==> config.mk <==
export PLATFORM = sky130hd
export DESIGN_NAME = dma_prio_arb
export DESIGN_NICKNAME = d
export VERILOG_FILES = /design/src/rtl/dma_prio_arb.sv
export SDC_FILE = /design/constraint.sdc
export NUM_CORES = 1
export LEC_CHECK = 0
export BUFFER_PORTS_ARGS = -buffer_cell sky130_fd_sc_hd__buf_2
export CAP_MARGIN = 20
export CORE_MARGIN = 3
export CORE_UTILIZATION = 62
export CTS_CLUSTER_DIAMETER = 50
export DETAILED_ROUTE_END_ITERATION = 10
export PLACE_DENSITY = 0.82
export SYNTH_ARGS = -nofsm -noshare
export SYNTH_HDL_FRONTEND = slang
export SYNTH_SLANG_ARGS = --single-unit
==> constraint.sdc <==
create_clock -name clk -period 38.2 [get_ports clk]
set_input_delay 3.82 -clock clk [delete_from_list [all_inputs] [get_ports clk]]
set_output_delay 3.82 -clock clk [all_outputs]
set_load 0.02 [all_outputs]
==> src/rtl/dma_prio_arb.sv <==
`timescale 1ns/1ps
module dma_prio_arb #(
  parameter int NCH  = 16,
  parameter int ERRW = 32
) (
  input  logic                                  clk,
  input  logic                                  rst_n,
  input  logic                                  rr_mode,
  input  logic [1:0]                            grp_level,
  input  logic                                  cfg_we,
  input  logic [((NCH > 1) ? $clog2(NCH) : 1)-1:0] cfg_wch,
  input  logic [7:0]                            cfg_wdata,
  input  logic [((NCH > 1) ? $clog2(NCH) : 1)-1:0] cfg_rch,
  output logic [7:0]                            cfg_rdata,
  input  logic [NCH-1:0]                        req,
  input  logic                                  rw_done,
  input  logic                                  minor_done,
  input  logic [NCH-1:0]                        err_strb,
  input  logic                                  err_clr_we,
  input  logic [ERRW-1:0]                       err_clr,
  output logic                                  act_valid,
  output logic [((NCH > 1) ? $clog2(NCH) : 1)-1:0] act_ch,
  output logic                                  switch_pulse,
  output logic                                  preempting,
  output logic                                  susp_valid,
  output logic [((NCH > 1) ? $clog2(NCH) : 1)-1:0] susp_ch,
  output logic                                  cfg_err,
  output logic [ERRW-1:0]                       err_status
);
  localparam int CW = (NCH > 1) ? $clog2(NCH) : 1;
  localparam int PW = 4;

  logic [PW-1:0] pri [NCH];
  logic [NCH-1:0] ecp;
  logic [CW-1:0] last;
  logic hold;

  // configuration bytes
  always_ff @(posedge clk) begin
    if (!rst_n) begin
      for (int i = 0; i < NCH; i++) pri[i] <= PW'(i);
      ecp <= '0;
    end else if (cfg_we && int'(cfg_wch) < NCH) begin
      pri[cfg_wch] <= cfg_wdata[PW-1:0];
      ecp[cfg_wch] <= cfg_wdata[7];
    end
  end

  assign cfg_rdata = {ecp[cfg_rch], 1'b0, grp_level, pri[cfg_rch]};

  // duplicate priority detection
  logic dup;
  always_comb begin
    dup = 1'b0;
    for (int i = 0; i < NCH; i++)
      for (int j = i + 1; j < NCH; j++)
        if (pri[i] == pri[j]) dup = 1'b1;
  end
  assign cfg_err = dup;

  // fixed-priority winner
  logic          fx_any;
  logic [CW-1:0] fx_ch;
  logic [PW-1:0] fx_pri;
  always_comb begin
    fx_any = 1'b0;
    fx_ch  = '0;
    fx_pri = '0;
    for (int i = 0; i < NCH; i++)
      if (req[i] && (!fx_any || pri[i] > fx_pri)) begin
        fx_any = 1'b1;
        fx_ch  = CW'(i);
        fx_pri = pri[i];
      end
  end

  // rotating winner
  logic          rr_any;
  logic [CW-1:0] rr_ch;
  always_comb begin
    rr_any = 1'b0;
    rr_ch  = '0;
    for (int k = NCH; k >= 1; k--) begin
      if (req[(int'(last) + k) % NCH]) begin
        rr_any = 1'b1;
        rr_ch  = CW'((int'(last) + k) % NCH);
      end
    end
  end

  wire          win_any = rr_mode ? rr_any : fx_any;
  wire [CW-1:0] win_ch  = rr_mode ? rr_ch  : fx_ch;
  wire can_pre = !rr_mode && act_valid && !preempting && !hold && ecp[act_ch]
                 && fx_any && (fx_pri > pri[act_ch]) && !dup;

  always_ff @(posedge clk) begin
    if (!rst_n) begin
      act_valid    <= 1'b0;
      act_ch       <= '0;
      switch_pulse <= 1'b0;
      preempting   <= 1'b0;
      susp_valid   <= 1'b0;
      susp_ch      <= '0;
      hold         <= 1'b0;
      last         <= CW'(NCH - 1);
    end else begin
      switch_pulse <= 1'b0;
      if (act_valid && minor_done) begin
        if (preempting) begin
          act_ch       <= susp_ch;
          susp_valid   <= 1'b0;
          preempting   <= 1'b0;
          hold         <= 1'b1;
          switch_pulse <= 1'b1;
        end else begin
          act_valid <= 1'b0;
          hold      <= 1'b0;
        end
      end else if (act_valid) begin
        if (can_pre) begin
          susp_ch      <= act_ch;
          susp_valid   <= 1'b1;
          act_ch       <= fx_ch;
          preempting   <= 1'b1;
          last         <= fx_ch;
          switch_pulse <= 1'b1;
        end else if (rw_done) begin
          hold <= 1'b0;
        end
      end else if (win_any && !dup) begin
        act_valid    <= 1'b1;
        act_ch       <= win_ch;
        last         <= win_ch;
        hold         <= 1'b0;
        switch_pulse <= 1'b1;
      end
    end
  end

  // error status
  logic [ERRW-1:0] err_q;
  for (genvar g = 0; g < ERRW; g++) begin : g_err
    if (g < NCH) begin : g_live
      always_ff @(posedge clk) begin
        if (!rst_n) err_q[g] <= 1'b0;
        else err_q[g] <= err_strb[g] | (err_q[g] & ~(err_clr_we & err_clr[g]));
      end
    end else begin : g_tie
      assign err_q[g] = 1'b0;
    end
  end
  assign err_status = err_q;

  assert_switch_active_R1: assert property (@(posedge clk) disable iff (!rst_n)
    switch_pulse |-> act_valid);
  assert_cfg_blocks_R3: assert property (@(posedge clk) disable iff (!rst_n)
    (cfg_err && !act_valid) |=> !act_valid);
  assert_susp_held_R5: assert property (@(posedge clk) disable iff (!rst_n)
    preempting |-> susp_valid);
  assert_restore_hold_R7: assert property (@(posedge clk) disable iff (!rst_n)
    (hold && act_valid && !minor_done && !rw_done) |=> (act_ch == $past(act_ch)));
  assert_no_nest_R8: assert property (@(posedge clk) disable iff (!rst_n)
    (preempting && !minor_done) |=> (preempting && act_ch == $past(act_ch)));
  assert_rr_no_preempt_R9: assert property (@(posedge clk) disable iff (!rst_n)
    (rr_mode && !preempting) |=> !preempting);
  assert_err_sticky_R10: assert property (@(posedge clk) disable iff (!rst_n)
    (err_strb != '0) |=> ((err_status[NCH-1:0] & $past(err_strb)) == $past(err_strb)));
endmodule

==> metrics.md, run 1 <==
| Metric | Value |
|---|---|
| Depth of the worst register-to-register path | between 100 and 150 |
| Dominant cell type by count on the critical path | sky130_fd_sc_hd__ha_1 |
| Std cell rows | 58 |
| TritonCTS clock tree | done |
| Path type of the worst setup path | input port to register |
| Register area share after synthesis | a little under a fifth |
| Number of gates given a new drive strength after cts | 0 |
| Fin. Hold Viols | 0 |
| Power density cells | 50.6 nW/um^2 |
| Inst Count DP | around 2200 |
| Crit path arrival time | approximately 31 ns |
| Synthesis-to-layout area growth | 7.63% |
| Max Fclk | between 30 and 40 MHz |
| Height of the die | 169 um |
| Global-route wire length before repair | between 80000 and 90000 um |
| Level count of the clock H-tree | 4 |
| Count of final max-slew check failures | 0 |
| Iteration-0 DRC Markers | 2234 |
| Maximum number of pins on one net before global-route repair | 55 |
| Highest ir drop seen on vdd | 0.0495 mV |
| Yosys Warn Count | 0 |
| Die ar. | approximately 28000 sq um |
| Longest individual stage delay on the worst path | 0.68 ns |
| GRT Overall Usage | ~37% |
| Initial antenna violation count | 0 |
| #FFs+latches synth | approximately 120 |
| Placed cell area | 17000 sq um |
| Number of nets in the finished design | between 2000 and 2500 |
| Drc violations | 0 |
| DP Wirelength | approximately 36000 um |
| Area share of the largest cell type after synthesis | 18.9% |
| Most frequent cells after synthesis | sky130_fd_sc_hd__xor2_1, sky130_fd_sc_hd__clkbuf_1, sky130_fd_sc_hd__xnor2_1 |
| Cell type with the largest total area after synthesis | sky130_fd_sc_hd__xor2_1 |
| Final-report setup violation count | 0 |
| Pre-CTS WS | about 7.7 ns |
| Num CTS Buffers | 17 |
| Maximum fanout along the worst path | 16 |
| Starting density of the core | 64.0% |
| Antenna Violating Nets Remaining | 0 |
| Fraction of final layout cells sized beyond drive strength 1 | between 15 and 20% |
| Via total after detailed routing | between 15000 and 20000 |
| Cell types with the largest area share after synthesis | sky130_fd_sc_hd__xor2_1, sky130_fd_sc_hd__edfxtp_1, sky130_fd_sc_hd__mux4_2 |
| Residual overflow from global routing | 0 |
| Post-route clock period utilization | between 80% and 90% |
| Total of buffers placed on input and output ports | roughly 100 |
| Number of top-level pins | around 140 |
| Required time of the worst setup path | about 38 ns |
| Setup repair after global routing missed its margin | no |
| Avg Synthesized Cell Area | 8.46 sq um |
| Wire per inst | ~24 um |
| Max-capacitance violation count | 0 |
| Number of standard cells in the layout, taps in and fillers out | approximately 2300 |
| Critical path startpoint category | input port |
| Clk slew on worst S/H paths | approximately 0.060 ns |
| Final wirelength | between 50000 and 60000 um |
| Number of optimization iterations in the first detailed-route pass | 7 |
| Slew headroom | between 30% and 40% |
| CP Capture Type | register |
| Number of buffers added to fix hold violations after cts | 0 |
| Most instantiated library cell after synthesis | sky130_fd_sc_hd__xor2_1 |
| Post-synthesis async set-or-reset flop share | 0% |
| Actual transition at the worst max-transition pin | 0.975 ns |
| Min-Delay Path Class | register to register |
| Clock root buffer | sky130_fd_sc_hd__clkbuf_16 |
| Setup WS post-layout | 7.52 ns |
| Setup skew after layout | 0.00604 ns |
| Sum of negative setup slack | 0 ns |
| Static Leak | approximately 7 nW |
| Depth of the worst hold-timing path | 2 |
| Run status | complete, no violations |
| Vias in the first global route | between 15000 and 20000 |
| Slowest stage cell on the critical path | sky130_fd_sc_hd__o31ai_1 |
| Total standard cell area after synthesis | 16400 sq um |
| Avg Vias per Cell | roughly 7 |
| Clock period minus final worst setup slack | 30.68 ns |
| Leading register cell type out of synthesis | sky130_fd_sc_hd__edfxtp_1 |
| Insertion delay of the later-clocked pin in the worst-skew pair | 0.41 ns |
| Die boundary width | approximately 170 um |
| Area of the placeable core | roughly 26000 sq um |
| Number of flops mapped to enable cells by yosys | 64 |
| Count of cell types in the netlist | between 70 and 80 |
| Final std cell area, no fill | ~18000 sq um |
| Clock Sinks | 117 |
| Placer's final routability congestion estimate | 0.983 |
| Synthesized netlist cell count | between 1500 and 2000 |
| Clock Path Buffers | 2 |
| Count of buffers added by post-CTS timing repair for setup | 0 |
-- final timing paths --
path | slack [ns] | start | end
worst max register to register | 10.64 | pri[0][1]$_SDFFCE_PN0P_ | last[3]$_SDFFE_PN1P_
worst min register to register | 0.47 | susp_valid$_SDFFE_PN0P_ | susp_valid$_SDFFE_PN0P_
worst min-delay path | 0.47 | susp_valid$_SDFFE_PN0P_ | susp_valid$_SDFFE_PN0P_
worst max-delay path | 7.52 | req[0] | last[3]$_SDFFE_PN1P_
-- per-stage QoR --
step	total power [mW]	util, %	hold WS (ns)
floorplan	0.581	-	0.452
global placement	0.673	66.5	0.465
detailed placement	0.711	66.5	0.468
CTS	0.872	68.9	0.478
global route	0.948	68.9	0.511
finish	0.893	68.9	0.472
-- sequential cells by signal, indices dropped and copies added (netlist names), named ones only --
signal        count
susp_valid        1
susp_ch           4
pri              64
act_ch            4
preempting        1
act_valid         1
err_status       16
last              4
hold              1
switch_pulse      1
ecp              16
-- power breakdown --
group	switching, mW	internal [mW]
registers	0.00245	0.138
clock network	0.0591	0.0997
logic	0.345	0.249
-- final cells by class --
class                      instances  area (sq um)
fill                            1919          7970
clock buffer                      20           489
clock inverter                    12           110
timing repair buffer             170          1020
sequential                       117          2980
tap                              330           413
antenna                            1          2.50
inverter                          89           334
multi-input combinational       1542         12300
-- cells by family after synthesis --
logic type                 count (synthesis)  synth area share [%]
AOI/OAI and AO/OA                        300                  12.0
muxes                                    134                  13.7
other                                      1                0.0229
buffers and inverters                    295                  7.20
DFF                                      117                  18.2
xor gates and xnor gates                 490                  26.2
adders and majority gates                 64                  4.88
and+or+nand+nor                          537                  17.8
-- layout by cell type, fill, tap and decap left out, types with 12 or more instances in the layout --
cell                        synthesis  layout
sky130_fd_sc_hd__xor2_1           354     354
sky130_fd_sc_hd__xnor2_1          136     136
sky130_fd_sc_hd__nor4_1           117     117
sky130_fd_sc_hd__buf_2              2     101
sky130_fd_sc_hd__nand2_1           98      98
sky130_fd_sc_hd__inv_1             86      86
sky130_fd_sc_hd__o21ai_0           79      79
sky130_fd_sc_hd__nor2_1            77      77
sky130_fd_sc_hd__buf_4             19      69
sky130_fd_sc_hd__a21oi_1           66      66
sky130_fd_sc_hd__mux4_2            66      66
sky130_fd_sc_hd__ha_1              64      64
sky130_fd_sc_hd__edfxtp_1          64      64
sky130_fd_sc_hd__nand4_1           54      54
sky130_fd_sc_hd__dfxtp_1           53      53
sky130_fd_sc_hd__nor2b_1           46      46
sky130_fd_sc_hd__and2_1            38      38
sky130_fd_sc_hd__or3_1             34      34
sky130_fd_sc_hd__mux2i_1           31      31
sky130_fd_sc_hd__mux2_2            26      26
sky130_fd_sc_hd__nand3_1           19      19
sky130_fd_sc_hd__clkbuf_16          0      19
sky130_fd_sc_hd__a31oi_1           18      18
sky130_fd_sc_hd__conb_1             1      17
sky130_fd_sc_hd__nand2b_1          15      15
sky130_fd_sc_hd__o211ai_1          14      14
sky130_fd_sc_hd__a21o_1            14      14
sky130_fd_sc_hd__o21a_1            12      12
-- metal layers --
layer / part of all wire, % / GRT usage, %
met5: 0.062 / 0
met2: 43 / 57.3
met4: 6.6 / 19.2
met1: 35 / 47.4
met3: 15 / 11.7
-- critical path, delay by kind of cell --
kind            cells  cell delay, ns
compound gates     61           12.71
fa+ha+maj          16            4.72
simple gates       34            4.57
mux                13            4.04
buf+inv             9            1.02
No activity file was read; power rests on OpenSTA's default activity.
==> run 2, diff against run 1 <==
--- a/config.mk
+++ b/config.mk
@@ -8,10 +8,10 @@
 export BUFFER_PORTS_ARGS = -buffer_cell sky130_fd_sc_hd__buf_2
 export CAP_MARGIN = 20
 export CORE_MARGIN = 3
-export CORE_UTILIZATION = 62
+export CORE_UTILIZATION = 57
 export CTS_CLUSTER_DIAMETER = 50
 export DETAILED_ROUTE_END_ITERATION = 10
-export PLACE_DENSITY = 0.82
+export PLACE_DENSITY = 0.8
 export SYNTH_ARGS = -nofsm -noshare
 export SYNTH_HDL_FRONTEND = slang
 export SYNTH_SLANG_ARGS = --single-unit
==> constraint.sdc (replaced) <==
create_clock -name clk -period 26.6 [get_ports clk]
set_input_delay 2.66 -clock clk [delete_from_list [all_inputs] [get_ports clk]]
set_output_delay 2.66 -clock clk [all_outputs]
set_load 0.02 [all_outputs]
==> run 2 against run 1 <==
  * The flow now finishes with violations (DRC)
  * Via count fell by 0.75%
  * Sequential power is 43% higher
  * Largest cell class unchanged
  * Utilization is 3.7 points lower
  * Clock power increased by 34%
==> metrics.md, run 2 (synthesized netlist as in run 1, its figures left out) <==
| Metric | Value |
|---|---|
| Run status | finished, violations left (was complete, no violations) |
| Failing checks | DRC |
| Maximum fanout along the worst path | 7 (was 16) |
| Most common cell after layout, fill and taps aside | sky130_fd_sc_hd__xor2_1 (unchanged) |
| Launch point of the worst reg-to-reg path | pri[0][3]$_SDFFCE_PN0P_ (was pri[0][1]$_SDFFCE_PN0P_) |
| Vias in the first global route | 15300 (was 15500) |
| Number of top-level pins | 142 (unchanged) |
| Footprint of the multi-input gates | 12600 sq um (was 12300 sq um) |
| Antenna Violating Nets Remaining | 0 (unchanged) |
| Initial antenna violation count | 0 (unchanged) |
| Path type of the worst setup path | input port to register (unchanged) |
| Via total after detailed routing | 15900 (was 16000) |
| Final wirelength | 53800 um (was 54900 um) |
| Number of nets in the finished design | 2129 (was 2090) |
| Avg Vias per Cell | 6.71 (was 7.02) |
| CP Capture Type | register (unchanged) |
| Number of buffers added to fix hold violations after cts | 0 (unchanged) |
| Power density cells | 78.7 nW/um^2 (was 50.6 nW/um^2) |
| Leading cell types in the layout, fill and taps excluded | sky130_fd_sc_hd__xor2_1, sky130_fd_sc_hd__xnor2_1, sky130_fd_sc_hd__nor4_1, sky130_fd_sc_hd__buf_4, sky130_fd_sc_hd__buf_2 (was sky130_fd_sc_hd__xor2_1, sky130_fd_sc_hd__xnor2_1, sky130_fd_sc_hd__nor4_1, sky130_fd_sc_hd__buf_2, sky130_fd_sc_hd__nand2_1) |
| Area of the placeable core | 28100 sq um (was 25600 sq um) |
| Iteration-0 DRC Markers | 1888 (was 2234) |
| Inst Count DP | 2307 (was 2248) |
| TritonCTS clock tree | done (unchanged) |
| Clock Sinks | 117 (unchanged) |
| Static Leak | 7.42 nW (was 7.21 nW) |
| Clock period minus final worst setup slack | 25.88 ns |
| # diodes | 0 (was 1) |
| Startpoint of the worst setup timing path | req[0] (unchanged) |
| DP Wirelength | 34400 um (was 35800 um) |
| Die boundary width | 176 um (was 169 um) |
| Level count of the clock H-tree | 4 (unchanged) |
| Crit path arrival time | 26.15 ns (was 30.96 ns) |
| Switching power total | 0.643 mW (was 0.406 mW) |
| Post-route clock period utilization | roughly 97% |
| GRT Overall Usage | 33.2% (was 37.3%) |
| Sequential share of power | 14.0% (was 15.8%) |
| Max Fclk | 38.6 MHz |
| Fin. Hold Viols | 0 (unchanged) |
| Height of the die | 176 um (was 169 um) |
| Number of filler instances in the final layout | 2234 (was 1919) |
| Max reg flops | 64 (unchanged) |
| Fraction of final layout cells sized beyond drive strength 1 | 20.5% (was 16.5%) |
| Residual overflow from global routing | 0 (unchanged) |
| Register bank with the most flops | pri (unchanged) |
| Die ar. | 30800 sq um (was 28400 sq um) |
| Final-report setup violation count | 0 (unchanged) |
| Critical path startpoint category | input port (unchanged) |
| Longest individual stage delay on the worst path | 0.36 ns (was 0.68 ns) |
| Relative contribution of the clock network to total power | 14.8% (was 17.8%) |
| Min-Delay Path Class | register to register (unchanged) |
| Sequential cell area | 2980 sq um (unchanged) |
| Std cell rows | 61 (was 58) |
| Hold Path Origin | susp_valid$_SDFFE_PN0P_ (unchanged) |
| Synthesis-to-layout area growth | 11.7% (was 7.63%) |
| Required time of the worst setup path | 26.87 ns (was 38.47 ns) |
| Starting density of the core | 58.4% (was 64.0%) |
| Total of buffers placed on input and output ports | 101 (unchanged) |
| Dominant cell type by count on the critical path | sky130_fd_sc_hd__ha_1 (unchanged) |
| Final Core Density | 65.2% (was 68.9%) |
| Insertion delay of the later-clocked pin in the worst-skew pair | 0.41 ns (about the same) |
| Clock root buffer | sky130_fd_sc_hd__clkbuf_16 (unchanged) |
| Highest ir drop seen on vdd | 0.0736 mV (was 0.0495 mV) |
| Max-capacitance violation count | 0 (unchanged) |
| Slowest stage cell on the critical path | sky130_fd_sc_hd__mux2_2 (was sky130_fd_sc_hd__o31ai_1) |
| Actual transition at the worst max-transition pin | 0.953 ns (was 0.975 ns) |
| Clk slew on worst S/H paths | 0.06 ns (about the same) |
| Count of final max-slew check failures | 0 (unchanged) |
| Global-route wire length before repair | 81900 um (was 84800 um) |
| Number of standard cells in the layout, taps in and fillers out | 2367 (was 2281) |
| Pint | 0.797 mW (was 0.487 mW) |
| Placer's final routability congestion estimate | 0.921 (was 0.983) |
| Switching portion of total power | 44.7% (was 45.5%) |
| Wire per inst | 22.7 um (was 24.1 um) |
| Maximum number of pins on one net before global-route repair | 55 (unchanged) |
| Number of optimization iterations in the first detailed-route pass | 9 (was 7) |
| Logic pwr share | 71.2% (was 66.5%) |
| Slew headroom | 35.8% (was 34.9%) |
| Drc violations | 1 (was 0) |
| Num CTS Buffers | 17 (unchanged) |
| Clock Path Buffers | 2 (unchanged) |
| Setup skew after layout | 0.0135 ns (was 0.00604 ns) |
==> run 2: cell count changes in the layout (fill, tap and decap cells not counted), sizes merged <==
cell / previous run / this run
diode: 1 / 0
clkinvlp: 0 / 1
inv: 95 / 92
bufinv: 1 / 0
clkinv: 5 / 9
clkbuf: 20 / 19
buf: 170 / 208
and2: 39 / 40
==> run 2: power by group through the flow <==
stage / sequential (mW) / clock (mW) / combinational, mW
after detailed placement: 0.206 / 0 / 0.817
after floorplan: 0.208 / 0 / 0.627
after CTS: 0.202 / 0.215 / 0.829
after global placement: 0.205 / 0 / 0.779
final: 0.202 / 0.213 / 1.02
after global routing: 0.203 / 0.222 / 1.10
==> run 2: worst max-delay path: cells and delay by family <==
family	cells	cell delay [ns]
AND/OR/NAND/NOR	31	3.48
adder cells (fa/ha/maj)	16	4.37
multiplexers	13	3.73
AO/OA/AOI/OAI	59	9.73
buffers and inverters	17	2.15
==> run 2: cell type report <==
cell class                      count  share of cell area (%)
Clock inverter                     13                   0.519
Clock buffer                       19                    2.54
Tap cell                          378                    2.58
Sequential cell                   117                    16.3
Multi-Input combinational cell   1543                    69.1
Inverter                           89                    1.82
Timing Repair Buffer              208                    7.17
==> run 2: worst paths after layout <==
| check | endpoint | slack [ns] | cells after the start |
|---|---|---|---|
| hold reg to reg | susp_valid$_SDFFE_PN0P_ | 0.48 | 2 |
| hold / removal | susp_valid$_SDFFE_PN0P_ | 0.48 | 2 |
| setup / recovery | last[2]$_SDFFE_PN1P_ | 0.72 | 136 |
| setup reg to reg | last[2]$_SDFFE_PN1P_ | 2.33 | 136 |
==> run 2: repair_timing <==
action                     CTS  global route
buffers inserted             1            26
cloned                       0             1
gates resized for setup      5            65
pin swaps                    1            31
setup endpoints to repair   17            20
==> run 2: metrics by stage <==
stage               instance area, sq um  worst slack (ns)  power, mW  hold slack, ns  TNS, ns
detailed placement                 17200            -0.646       1.02           0.470    -8.06
finish                             18300             0.720       1.44           0.478        0
global route                       18300            -0.481       1.53           0.500    -5.95
CTS                                17800            0.0582       1.25           0.480        0
global placement                   17200             0.132      0.984           0.454        0
floorplan                          16500            0.0801      0.835           0.452        0
==> run 2: routing by layer <==
layer	GRT usage, %	vias to the layer above	wire length [um]
li1	-	6898	-
met1	42.6	7443	19600
met2	52.8	1221	24000
met3	5.79	327	6660
met4	18.8	0	3530
met5	0	-	0
